--- src/rtl/txe_pkg.sv ---
package txe_pkg;

  typedef enum logic [1:0] {
    ADDR_DATA = 2'd0,
    ADDR_STAT = 2'd1,
    ADDR_CTRL = 2'd2
  } txe_addr_e;

  typedef enum logic [1:0] {
    ST_IDLE,
    ST_START,
    ST_DATA,
    ST_STOP
  } txe_state_e;

  localparam int STAT_EMPTY_BIT = 0;
  localparam int STAT_DONE_BIT  = 1;
  localparam int CTRL_IE_BIT    = 0;

endpackage

--- src/rtl/txe_regfile.sv ---
module txe_regfile
  import txe_pkg::*;
#(
  parameter int DATA_W = 8
) (
  input  logic              clk,
  input  logic              rst_n,
  input  logic              reg_wr,
  input  logic              reg_rd,
  input  logic [1:0]        reg_addr,
  input  logic [DATA_W-1:0] reg_wdata,
  output logic [DATA_W-1:0] reg_rdata,
  input  logic              take,
  input  logic              done_idle,
  output logic              data_avail,
  output logic [DATA_W-1:0] hold_q,
  output logic              done_q,
  output logic              ie_q
);

  logic empty_q;
  logic arm_empty, arm_done;
  logic rd_stat, wr_stat, wr_data, wr_ctrl;
  logic clr_empty, clr_done;

  assign rd_stat = reg_rd && (reg_addr == ADDR_STAT);
  assign wr_stat = reg_wr && (reg_addr == ADDR_STAT);
  assign wr_data = reg_wr && (reg_addr == ADDR_DATA);
  assign wr_ctrl = reg_wr && (reg_addr == ADDR_CTRL);

  // A zero written to a flag counts only after that flag was seen at 1.
  assign clr_empty = wr_stat && !reg_wdata[STAT_EMPTY_BIT] && arm_empty;
  assign clr_done  = wr_stat && !reg_wdata[STAT_DONE_BIT]  && arm_done;

  assign data_avail = !empty_q;

  always_ff @(posedge clk or negedge rst_n) begin
    if (!rst_n) begin
      hold_q <= '0;
      ie_q   <= 1'b0;
    end else begin
      if (wr_data) hold_q <= reg_wdata;
      if (wr_ctrl) ie_q   <= reg_wdata[CTRL_IE_BIT];
    end
  end

  always_ff @(posedge clk or negedge rst_n) begin
    if (!rst_n) begin
      empty_q   <= 1'b1;
      arm_empty <= 1'b0;
    end else begin
      if (take)           empty_q <= 1'b1;
      else if (clr_empty) empty_q <= 1'b0;

      if (take || clr_empty)       arm_empty <= 1'b0;
      else if (rd_stat && empty_q) arm_empty <= 1'b1;
    end
  end

  always_ff @(posedge clk or negedge rst_n) begin
    if (!rst_n) begin
      done_q   <= 1'b1;
      arm_done <= 1'b0;
    end else begin
      if (take)           done_q <= 1'b0;
      else if (done_idle) done_q <= 1'b1;
      else if (clr_done)  done_q <= 1'b0;

      if (take || done_idle || clr_done) arm_done <= 1'b0;
      else if (rd_stat && done_q)        arm_done <= 1'b1;
    end
  end

  always_comb begin
    reg_rdata = '0;
    unique case (reg_addr)
      ADDR_DATA: reg_rdata = hold_q;
      ADDR_STAT: begin
        reg_rdata[STAT_EMPTY_BIT] = empty_q;
        reg_rdata[STAT_DONE_BIT]  = done_q;
      end
      ADDR_CTRL: reg_rdata[CTRL_IE_BIT] = ie_q;
      default:   reg_rdata = '0;
    endcase
  end

  p_take_sets_empty_r5: assert property (@(posedge clk) disable iff (!rst_n)
    take |=> empty_q);

  p_done_sets_flag_r6: assert property (@(posedge clk) disable iff (!rst_n)
    done_idle |=> done_q);

  p_empty_fall_after_write_r4: assert property (@(posedge clk) disable iff (!rst_n)
    $fell(empty_q) |-> $past(wr_stat) && $past(arm_empty));

  p_data_write_keeps_flags_r11: assert property (@(posedge clk) disable iff (!rst_n)
    (wr_data && !take && !done_idle) |=> $stable(empty_q) && $stable(done_q));

endmodule

--- src/rtl/txe_engine.sv ---
module txe_engine
  import txe_pkg::*;
#(
  parameter int DATA_W        = 8,
  parameter int TICKS_PER_BIT = 16
) (
  input  logic              clk,
  input  logic              rst_n,
  input  logic              baud_tick,
  input  logic              data_avail,
  input  logic [DATA_W-1:0] data_in,
  output logic              take,
  output logic              done_idle,
  output logic              busy,
  output logic              txd
);

  localparam int CNT_W = (TICKS_PER_BIT > 1) ? $clog2(TICKS_PER_BIT) : 1;
  localparam int IDX_W = (DATA_W > 1) ? $clog2(DATA_W) : 1;
  localparam logic [CNT_W-1:0] CNT_LAST = CNT_W'(TICKS_PER_BIT - 1);
  localparam logic [IDX_W-1:0] IDX_LAST = IDX_W'(DATA_W - 1);

  txe_state_e        state_q;
  logic [DATA_W-1:0] shift_q;
  logic [CNT_W-1:0]  tick_cnt_q;
  logic [IDX_W-1:0]  bit_idx_q;
  logic              bit_end;

  assign bit_end   = baud_tick && (tick_cnt_q == CNT_LAST);
  assign take      = data_avail && ((state_q == ST_IDLE) ||
                                    (state_q == ST_STOP && bit_end));
  assign done_idle = (state_q == ST_STOP) && bit_end && !data_avail;
  assign busy      = (state_q != ST_IDLE);

  always_ff @(posedge clk or negedge rst_n) begin
    if (!rst_n) begin
      tick_cnt_q <= '0;
    end else if (take || state_q == ST_IDLE) begin
      tick_cnt_q <= '0;
    end else if (baud_tick) begin
      tick_cnt_q <= bit_end ? '0 : tick_cnt_q + 1'b1;
    end
  end

  always_ff @(posedge clk or negedge rst_n) begin
    if (!rst_n) begin
      state_q   <= ST_IDLE;
      shift_q   <= '0;
      bit_idx_q <= '0;
      txd       <= 1'b1;
    end else begin
      unique case (state_q)
        ST_IDLE: begin
          if (data_avail) begin
            state_q <= ST_START;
            shift_q <= data_in;
            txd     <= 1'b0;
          end
        end
        ST_START: begin
          if (bit_end) begin
            state_q   <= ST_DATA;
            txd       <= shift_q[0];
            shift_q   <= shift_q >> 1;
            bit_idx_q <= '0;
          end
        end
        ST_DATA: begin
          if (bit_end) begin
            if (bit_idx_q == IDX_LAST) begin
              state_q <= ST_STOP;
              txd     <= 1'b1;
            end else begin
              txd       <= shift_q[0];
              shift_q   <= shift_q >> 1;
              bit_idx_q <= bit_idx_q + 1'b1;
            end
          end
        end
        ST_STOP: begin
          if (bit_end) begin
            if (data_avail) begin
              state_q <= ST_START;
              shift_q <= data_in;
              txd     <= 1'b0;
            end else begin
              state_q <= ST_IDLE;
            end
          end
        end
        default: state_q <= ST_IDLE;
      endcase
    end
  end

  p_idle_line_high_r6: assert property (@(posedge clk) disable iff (!rst_n)
    (state_q == ST_IDLE) |-> txd);

  p_start_after_take_r5: assert property (@(posedge clk) disable iff (!rst_n)
    take |=> !txd);

  p_bit_hold_r2: assert property (@(posedge clk) disable iff (!rst_n)
    (busy && !baud_tick) |=> $stable(txd));

endmodule

--- src/rtl/uart_txe.sv ---
module uart_txe
  import txe_pkg::*;
#(
  parameter int DATA_W        = 8,
  parameter int TICKS_PER_BIT = 16
) (
  input  logic              clk,
  input  logic              rst_n,
  input  logic              baud_tick,
  input  logic              reg_wr,
  input  logic              reg_rd,
  input  logic [1:0]        reg_addr,
  input  logic [DATA_W-1:0] reg_wdata,
  output logic [DATA_W-1:0] reg_rdata,
  output logic              txd,
  output logic              tx_end_irq
);

  logic              take, done_idle, busy, data_avail;
  logic              done_q, ie_q;
  logic [DATA_W-1:0] hold_q;

  txe_regfile #(.DATA_W(DATA_W)) u_regs (
    .clk        (clk),
    .rst_n      (rst_n),
    .reg_wr     (reg_wr),
    .reg_rd     (reg_rd),
    .reg_addr   (reg_addr),
    .reg_wdata  (reg_wdata),
    .reg_rdata  (reg_rdata),
    .take       (take),
    .done_idle  (done_idle),
    .data_avail (data_avail),
    .hold_q     (hold_q),
    .done_q     (done_q),
    .ie_q       (ie_q)
  );

  txe_engine #(.DATA_W(DATA_W), .TICKS_PER_BIT(TICKS_PER_BIT)) u_eng (
    .clk        (clk),
    .rst_n      (rst_n),
    .baud_tick  (baud_tick),
    .data_avail (data_avail),
    .data_in    (hold_q),
    .take       (take),
    .done_idle  (done_idle),
    .busy       (busy),
    .txd        (txd)
  );

  assign tx_end_irq = done_q && ie_q;

  p_no_done_while_busy_r10: assert property (@(posedge clk) disable iff (!rst_n)
    busy |-> !done_q);

  p_restart_keeps_done_low_r7: assert property (@(posedge clk) disable iff (!rst_n)
    (busy && take) |=> !done_q && busy);

endmodule

--- config.mk ---
export PLATFORM = sky130hd
export DESIGN_NAME = uart_txe
export DESIGN_NICKNAME = d
export VERILOG_FILES = /design/src/rtl/txe_pkg.sv /design/src/rtl/txe_regfile.sv /design/src/rtl/txe_engine.sv /design/src/rtl/uart_txe.sv
export SDC_FILE = /design/constraint.sdc
export NUM_CORES = 1
export LEC_CHECK = 0
export BUFFER_PORTS_ARGS = -buffer_cell sky130_fd_sc_hd__buf_2
export CAP_MARGIN = 10
export CORE_MARGIN = 2
export CORE_UTILIZATION = 51
export DETAILED_ROUTE_END_ITERATION = 16
export GPL_TIMING_DRIVEN = 1
export PLACE_DENSITY = 0.79
export SLEW_MARGIN = 30
export SYNTH_ARGS = -nofsm -noshare
export SYNTH_HDL_FRONTEND = slang
export SYNTH_HIERARCHICAL = 1
export SYNTH_SLANG_ARGS = --single-unit
--- constraint.sdc ---
create_clock -name clk -period 1.9 [get_ports clk]
set_input_delay 0.475 -clock clk [delete_from_list [all_inputs] [get_ports clk]]
set_output_delay 0.475 -clock clk [all_outputs]
set_load 0.02 [all_outputs]
# Yosys cells after proc, flatten, opt, wreduce, memory -nomap -nowiden
# Cells that the tools add are included.
# word_totals
register_bits	31
inputBits	15
# op_classes
addsub	2
eq_ne	13
n_reduce_logical	35
mux	38
# op_table
op	count
$mux W8	5
$pmux W8 S4	1
$logic_and A1 B1 Y1	15
$mux W1	15
$mux W4	3
$mux W2	5
$reduce_bool A2 Y1	5
$mux W3	3
$ne A2 B1 Y1 const B	4
$pmux W2 S4	1
$reduce_and A4 Y1	2
$eq A2 B2 Y1 const B	3
$mux W6	1
$pmux W3 S2	1
$logic_or A1 B1 Y1	5
$reduce_and A5 Y1	1
$add A4 B1 Y4 const B	1
$eq A2 B1 Y1 const B	2
$eq A4 B4 Y1 const B	1
$logic_not A2 Y1	2
$ne A2 B2 Y1 const B	2
$pmux W1 S4	1
$add A3 B1 Y3 const B	1
$eq A3 B3 Y1 const B	1
5 further kinds	7

# Longest topological paths before layout
# Gate-level depths: netlist (run 1).
# logic_depth
depth_word	8
ltp_mapped	7
mapped_depth_nobuf	6

# Cells and area by module
# The synthesis (run 1) kept the hierarchy.
# by_module_without_submodules
module	seq_area_each_um2	n_inst	cells_per_inst	area_each_um2
txe_engine	451.7	1	99	1142.3
txe_regfile	327.8	1	50	653.1
uart_txe	0.0	1	1	6.3

# Worst setup path before layout (run 1)
# No wires, ideal clock.
# synth_timing
path_type	reg2reg
start	register u_eng.state_q[0]
end	register u_eng.shift_q[0]
period_less_slack_ps	1870
setup_time_ps	125
arrival_time_ps	1745
stages_incl_launch_ff	8
slack_ps	30
required_time_ps	1775
cell_sequence	dfrtp_1 -> inv_1 -> ha_1 -> clkbuf_1 -> nor3_2 -> o221a_4 -> buf_6 -> mux2_4
# synth_between
elab_chain_len	3
word_cells_on_any_way	10
classes_between	7 x eq/ne; 1 x mux; 2 x reduce/logical
# synth_rtl
element	line_no	text
start: declaration	txe_engine.sv:23	txe_state_e state_q;
start signal: assignment	txe_engine.sv:47	state_q <= ST_IDLE;
start signal: assignment	txe_engine.sv:55	state_q <= ST_START;
start signal: assignment	txe_engine.sv:62	state_q <= ST_DATA;
$eq A2 B2 Y1 / $eq A2 B1 Y1 (equally long branches)	txe_engine.sv:52	unique case (state_q)
$ne A2 B1 Y1 (no line) / $ne A2 B2 Y1 (equally long branches)	--	
$reduce_and A4 Y1 (no line)	--	
end signal: assignment	txe_engine.sv:56	shift_q <= data_in;
end signal: assignment	txe_engine.sv:64	shift_q <= shift_q >> 1;
end signal: assignment	txe_engine.sv:75	shift_q <= shift_q >> 1;
end: declaration	txe_engine.sv:24	logic [DATA_W-1:0] shift_q;
# Parallel ways exist; a longest one is shown, timed or not.
# A chain may end at the register's enable or synchronous reset.

# Worst setup path in the final report (run 1)
# layout_timing
start	register u_eng.state_q[1]
end	register u_eng.shift_q[6]
# The elaborated chain is that of the path after synthesis.

==> results of run 1 <==
==> final cells by class <==
class | count | area share (%)
inverters | 5 | 0.9208
clock buffers | 6 | 2.517
well taps | 46 | 2.824
clock inverters | 2 | 1.719
repair buffers | 28 | 7.366
multi-input cells | 106 | 46.41
flip-flops and latches | 31 | 38.24
==> logic make-up (layout without fill, tap and decap cells) <==
group | count (synthesis) | after routing | synth area share (%)
simple gates | 41 | 41 | 14.31
flops | 31 | 31 | 43.26
mux | 29 | 29 | 21.18
compound gates | 27 | 27 | 10.84
buf+inv | 13 | 41 | 4.375
fa+ha+maj | 8 | 8 | 5.556
xor+xnor | 1 | 1 | 0.4862
==> metal layers <==
layer / global-route usage [%] / part of all wire, %
met3: 5.536 / 4.9
met1: 23.28 / 45
met2: 31.97 / 48
met5: 0 / 0
met4: 6.522 / 1.6
==> through the flow <==
stage               worst slack, ns  area, um2  hold WS (ns)  power [mW]  instances
finish                       0.1134       2038        0.1705       3.012        224
floorplan                   0.02997       1802        0.1794       2.199        150
detailed placement          0.03376       1949        0.4815       2.465        216
CTS                         0.01790       2036        0.1910       3.013        224
global placement             0.1389       1949        0.4760       2.373        216
global route                0.03556       2038        0.2025       3.223        224
==> what timing repair did <==
action	in CTS	in global routing
resized for setup	0	1
hold buffers	0	0
setup endpoints to repair	0	8
==> flip-flops by register name, indices dropped and copies added, names as in the netlist <==
signal and cells:
u_eng/shift_q 8, u_regs/hold_q 8, u_eng/tick_cnt_q 4, u_eng/bit_idx_q 3
u_eng/state_q 2, u_eng/txd 1, u_regs/arm_done 1, u_regs/arm_empty 1
u_regs/done_q 1, u_regs/empty_q 1, u_regs/ie_q 1
==> power groups by stage <==
stage          Clock (mW)  Combinational (mW)  Sequential [mW]
6_report            0.536                1.45             1.03
5_1_grt             0.585                1.58             1.06
4_1_cts             0.549                1.44             1.03
3_5_place_dp            0                1.43             1.04
3_3_place_gp            0                1.35             1.02
2_1_floorplan           0                1.20            0.996
==> Yosys cell counts, types with 4 or more instances <==
library cell  number  share of area [%]
ha_1               8                5.6
nand2_1            7                1.5
o21ai_0            6                1.7
nand2b_1           5                1.7
mux2i_1            4                2.2
dfrtp_1           28                 39
mux2_4            16                 13
clkbuf_1           4               0.83
a21oi_1            4                1.1
buf_6              4                2.5
inv_1              5                1.0
and2_2             6                2.5
mux2_2             9                5.6
==> worst max-delay path by stage <==
stage,start,end,depth (start not counted)
detailed placement,u_eng/state_q[1],u_eng/shift_q[5],4
floorplan,u_eng/state_q[0],u_eng/shift_q[0],7
global placement,u_eng/state_q[0],u_eng/shift_q[6],4
global route,u_eng/state_q[1],u_eng/shift_q[0],4
finish,u_eng/state_q[1],u_eng/shift_q[6],4
CTS,u_eng/state_q[1],u_eng/shift_q[0],4
==> critical path, delay by kind of cell (launching register included) <==
family                     cells  cell delay (ns)
AOI/OAI and AO/OA              1             0.33
adders and majority gates      1             0.48
muxes                          1             0.32
buffers and inverters          1             0.11
DFF                            1             0.43
==> cells in the final DEF, fill, tap and decap left out, types with 2 or more instances in the layout <==
cell type and count:
mux2i_1 4, nand3b_1 3, nor2_1 3, mux2_2 9
nand2b_1 5, nor2b_1 2, clkbuf_4 5, nor3b_1 3
nand2_1 7, o21ai_0 6, buf_4 4, buf_2 24
a21oi_1 4, o2bb2ai_1 2, mux2_4 16, and2_1 2
a31oi_1 3, ha_1 7, and2_2 6, inv_1 5
a22o_1 3, dfrtp_1 28, dfstp_2 3
==> out/metrics.csv, run 1 <==
stage,metric,value,unit
floorplan,Initial Util,53.57,%
placed_design,Detail Placement HPWL,2406,um
yosys,cell count after synthesis,150,
setup_path,worst reg2reg path depth,4,
pwr,Comb power frac,48.0,%
floorplan,Die X,63.44,um
pwr,Internal,2.010,mW
timing,max frequency,559.7,MHz
setup_path,Critical Path End Type,flip-flop,
clocking,clock buffer depth,2,
yosys,Synth cell types,42,
setup_path,"Arr. time, crit path",2.01,ns
pwr,Static Leakage,0.9620,nW
setup_path,FF-to-FF setup slack,0.11,ns
placed_design,# port buffers,24,
timing,Max Slew Vio Count,0,
setup_path,Reg2Reg Launch Point,u_eng/state_q[1],
pwr,part of the power in registers,34.2,%
route,drt first pass iters,4,
pwr,net switching fraction of the power,33.26,%
timing,Final Skew,0.009542,ns
setup_path,reg-to-reg endpoint,u_eng/shift_q[6],
clocking,Clock Latency Late Sink,0.33,ns
route,DRC Markers,0,
grt,largest net degree at the start of global routing,32,
finish,nets,200,
clocking,clock sink total,31,
timing,RSZ-0062 raised after global routing,false,
setup_path,"critical path, cell by cell",inv_1 > ha_2 > o221a_4 > mux2_4,
yosys,ys async rst share,100.0,%
yosys,Synthesis Warnings,6,
finish,share of layout cells above drive strength 1,43.82,%
route,routed len/inst,14.80,um
pwr,pwr dens,1478,nW/um2
clocking,TritonCTS clock tree,done,
clocking,root buf cell,clkbuf_4,
route,Detailed Route WL,3316,um
yosys,register area share after synthesis,43.26,%
yosys,Mapped Avg Cell Area,12.01,um2
timing,crit share post-route,94.03,%
route,DRT iter0 DRCs,29,
setup_path,Required @ worst endpoint,2.12,ns
yosys,syn_nets,173,
grt,GRT Resource Usage Total,19.01,%
timing,Tmin final,1.787,ns
run,MaxCap Viol Count,0,
timing,Max-slew headroom,54.57,%
grt,via count of the first global-routing pass,1277,
finish,# fillers,287,
finish,multi-input combinational cell area,945.9,um2
setup_path,critical path type,reg2reg,
route,via count,1242,
floorplan,I/O pin count,25,
yosys,Seq cells post-synth,31,
timing,final hold vios,0,
pwr,Worst IR Drop VDD,736.3,uV
setup_path,critical path launch point type,flip-flop,
floorplan,CORE AREA,3363,um2
setup_path,Worst Path Max Fanout,11,
setup_path,critical path's slowest cell,ha_2,
grt,Overflow after GRT,0,
pwr,switching pwr,1.002,mW
run_status,outcome,"complete, no violations",
finish,post-route core utilization,60.60,%
floorplan,FP Rows,21,
floorplan,die area,4024,um2
yosys,Synth Cell Area,1802,um2
clocking,H-tree level count,2,
hold_path,Worst Hold Class,in2async,
clocking,clock slew at the register clock pins of the worst setup and hold paths,0.10,ns
timing,final setup fails,0,
pwr,clock share of power,17.8,%
clocking,postcts setup bufs,0,
floorplan,Die Y,63.44,um
grt,global-route wire length before repair,5940,um
finish,register area,779.5,um2
grt,initial antenna violation count,0,
timing,setup TNS,0,ns
yosys,top_reg_cell synth,dfrtp_1,
finish,area grow syn2layout,13.12,%
yosys,Post-synth EDFFs,0,
route,Antenna Nets Post-Route,0,
route,drt via density,5.545,
setup_path,Crit path largest cell delay,0.48,ns
placed_design,Final GP Congestion,0.7925,
clocking,total CTS buffers,5,
finish,number of antenna diodes,0,
timing,Worst Max-Slew Pin Slew,0.6814,ns
No activity file was read; power rests on OpenSTA's default activity.
==> inputs of run 2 (changes only) <==
--- a/config.mk
+++ b/config.mk
@@ -8,10 +8,10 @@
 export BUFFER_PORTS_ARGS = -buffer_cell sky130_fd_sc_hd__buf_2
 export CAP_MARGIN = 10
 export CORE_MARGIN = 2
-export CORE_UTILIZATION = 51
+export CORE_UTILIZATION = 50
 export DETAILED_ROUTE_END_ITERATION = 16
 export GPL_TIMING_DRIVEN = 1
-export PLACE_DENSITY = 0.79
+export PLACE_DENSITY = 0.78
 export SLEW_MARGIN = 30
 export SYNTH_ARGS = -nofsm -noshare
 export SYNTH_HDL_FRONTEND = slang
==> out/metrics.csv, run 2 (synthesis gave the netlist of run 1 again) <==
stage,metric,value,unit,change
clocking,clock slew at the register clock pins of the worst setup and hold paths,0.10,ns,about the same
pwr,net switching fraction of the power,33.12,%,-0.14 points
route,Detailed Route WL,3335,um,+0.57%
grt,via count of the first global-routing pass,1232,,-3.5%
timing,final hold vios,0,,unchanged
route,drt first pass iters,4,,unchanged
finish,nets,200,,unchanged
route,DRC Markers,0,,unchanged
finish,Regs by FF count,"u_eng/shift_q x8, u_regs/hold_q x8, u_eng/tick_cnt_q x4",,
setup_path,worst reg2reg path depth,4,,unchanged
floorplan,die area,4100,um2,+1.9%
setup_path,Crit path largest cell delay,0.48,ns,about the same
clocking,H-tree level count,2,,unchanged
timing,Max Slew Vio Count,0,,unchanged
placed_design,Detail Placement HPWL,2454,um,+2.0%
setup_path,reg-to-reg endpoint,u_eng/shift_q[5],,
floorplan,CORE AREA,3390,um2,+0.78%
placed_design,dpl cell area,1949,um2,unchanged
route,drt via density,5.371,,-3.1%
setup_path,Reg2Reg Launch Point,u_eng/state_q[0],,
timing,Worst Max-Slew Pin Slew,0.6954,ns,+0.01400 ns
setup_path,Worst Path Max Fanout,11,,unchanged
setup_path,Critical Path End Type,flip-flop,,
pwr,Static Leakage,0.9620,nW,unchanged
hold_path,Worst Hold Class,in2async,,
setup_path,critical path's slowest cell,ha_2,,
pwr,part of the power in registers,34.1,%,about the same
timing,setup TNS,0,ns,unchanged
clocking,clock sink total,31,,unchanged
pwr,clock share of power,18.0,%,+0.2 points
pwr,Worst IR Drop VDD,724.9,uV,-1.5%
setup_path,Required @ worst endpoint,2.13,ns,about the same
setup_path,critical path type,reg2reg,,
finish,design area,2038,um2,unchanged
timing,Final Skew,0.01619,ns,+0.006646 ns
finish,number of antenna diodes,0,,unchanged
floorplan,FP Rows,21,,unchanged
clocking,post-cts hold buffer count,0,,unchanged
timing,WHS,0.1755,ns,+0.005004 ns
timing,Tmin final,1.759,ns,-0.02753 ns
setup_path,FF-to-FF setup slack,0.14,ns,+0.03 ns
pwr,Internal,2.009,mW,about the same
clocking,clock buffer depth,2,,unchanged
setup_path,Worst Setup SP,u_eng/state_q[0],,
run,MaxCap Viol Count,0,,unchanged
clocking,Clock Latency Late Sink,0.33,ns,about the same
floorplan,Initial Util,53.16,%,-0.42 points
grt,largest net degree at the start of global routing,32,,unchanged
placed_design,# port buffers,24,,unchanged
run_status,outcome,"complete, no violations",,
setup_path,"critical path, cell by cell",inv_1 > ha_2 > o221a_4 > mux2_4,,
floorplan,Die Y,64.03,um,+0.94%
grt,global-route wire length before repair,5609,um,-5.6%
pwr,switching pwr,0.9953,mW,-0.65%
placed_design,Final GP Congestion,0.7984,,+0.74%
clocking,total CTS buffers,5,,unchanged
timing,RSZ-0062 raised after global routing,false,,
timing,Max-slew headroom,53.64,%,-0.93 points
pwr,pwr dens,1474,nW/um2,-0.24%
setup_path,critical path launch point type,flip-flop,,
route,routed len/inst,14.89,um,+0.57%
clocking,postcts setup bufs,0,,unchanged
pwr,Comb power frac,47.9,%,about the same
floorplan,I/O pin count,25,,unchanged
floorplan,Die X,64.03,um,+0.94%
timing,final setup fails,0,,unchanged
route,via count,1203,,-3.1%
finish,"commonest non-fill, non-tap cell in the layout",dfrtp_1,,
timing,max frequency,568.5,MHz,+1.6%
finish,area grow syn2layout,13.12,%,unchanged
setup_path,"Arr. time, crit path",1.99,ns,-0.02 ns
route,Antenna Nets Post-Route,0,,unchanged
finish,"commonest non-fill, non-tap cells in the layout","28 x dfrtp_1, 24 x buf_2, 16 x mux2_4, 9 x mux2_2",,
timing,crit share post-route,92.58,%,-1.4 points
finish,share of layout cells above drive strength 1,43.82,%,unchanged
grt,initial antenna violation count,0,,unchanged
grt,Overflow after GRT,0,,unchanged
grt,GRT Resource Usage Total,18.07,%,-0.95 points
clocking,TritonCTS clock tree,done,,
route,DRT iter0 DRCs,41,,+41%
clocking,root buf cell,clkbuf_4,,
[run 2: cell counts in the layout (fill, tap and decap cells not counted)]
Identical to the previous run, type by type.
[run 2: per-layer routing]
layer / global-route usage (%) / share of wire (%) / up-vias
li1: - / - / 589
met1: 21.71 / 47 / 577
met2: 29.69 / 46 / 32
met3: 6.514 / 5.5 / 5
met4: 6.522 / 1.4 / 0
met5: 0 / 0 / -
[run 2: timing repair]
action,4_1_cts,5_1_grt
setup endpoints to repair,0,8
endpoints found under the hold margin,0,0
resized for setup,0,1
[run 2: power by group through the flow]
stage          clock network [mW]  registers, mW  logic, mW
2_1_floorplan                   0          0.996       1.20
3_3_place_gp                    0           1.02       1.36
3_5_place_dp                    0           1.03       1.43
4_1_cts                     0.554           1.02       1.43
5_1_grt                     0.588           1.05       1.56
6_report                    0.541           1.03       1.44
[run 2: area by class of cell]
| type | instances | area [um2] |
|---|---|---|
| clock buffer | 6 | 51.30 |
| clock inverter | 2 | 35.03 |
| fill | 290 | 1351 |
| inverter | 5 | 18.77 |
| multi-input combinational | 106 | 945.9 |
| sequential | 31 | 779.5 |
| tap | 46 | 57.56 |
| timing repair buffer | 28 | 150.1 |
[run 2: how the worst max path moves through the flow]
| stage | to | slack [ns] | depth (start not counted) |
|---|---|---|---|
| finish | u_eng/shift_q[5] | 0.14 | 4 |
| detailed placement | u_eng/shift_q[5] | 0.03 | 4 |
| floorplan | u_eng/shift_q[0] | 0.03 | 7 |
| global placement | u_eng/shift_q[5] | 0.13 | 4 |
| CTS | u_eng/shift_q[5] | 0.02 | 4 |
| global route | u_eng/shift_q[5] | 0.07 | 4 |
[run 2: worst max-delay path: cells and delay by family (launching register included)]
kind	cells	cell delay, ns
adders and majority gates	1	0.48
AOI/OAI and AO/OA	1	0.33
muxes	1	0.32
buffers and inverters	1	0.11
DFF	1	0.41
[run 2: stage by stage]
stage,util (%),worst slack (ns),cells,power [mW]
floorplan,-,0.02997,150,2.199
global placement,57.51,0.1268,216,2.378
detailed placement,57.51,0.02806,216,2.466
CTS,60.06,0.02193,224,3.012
global route,60.13,0.06804,224,3.202
finish,60.13,0.1410,224,3.005
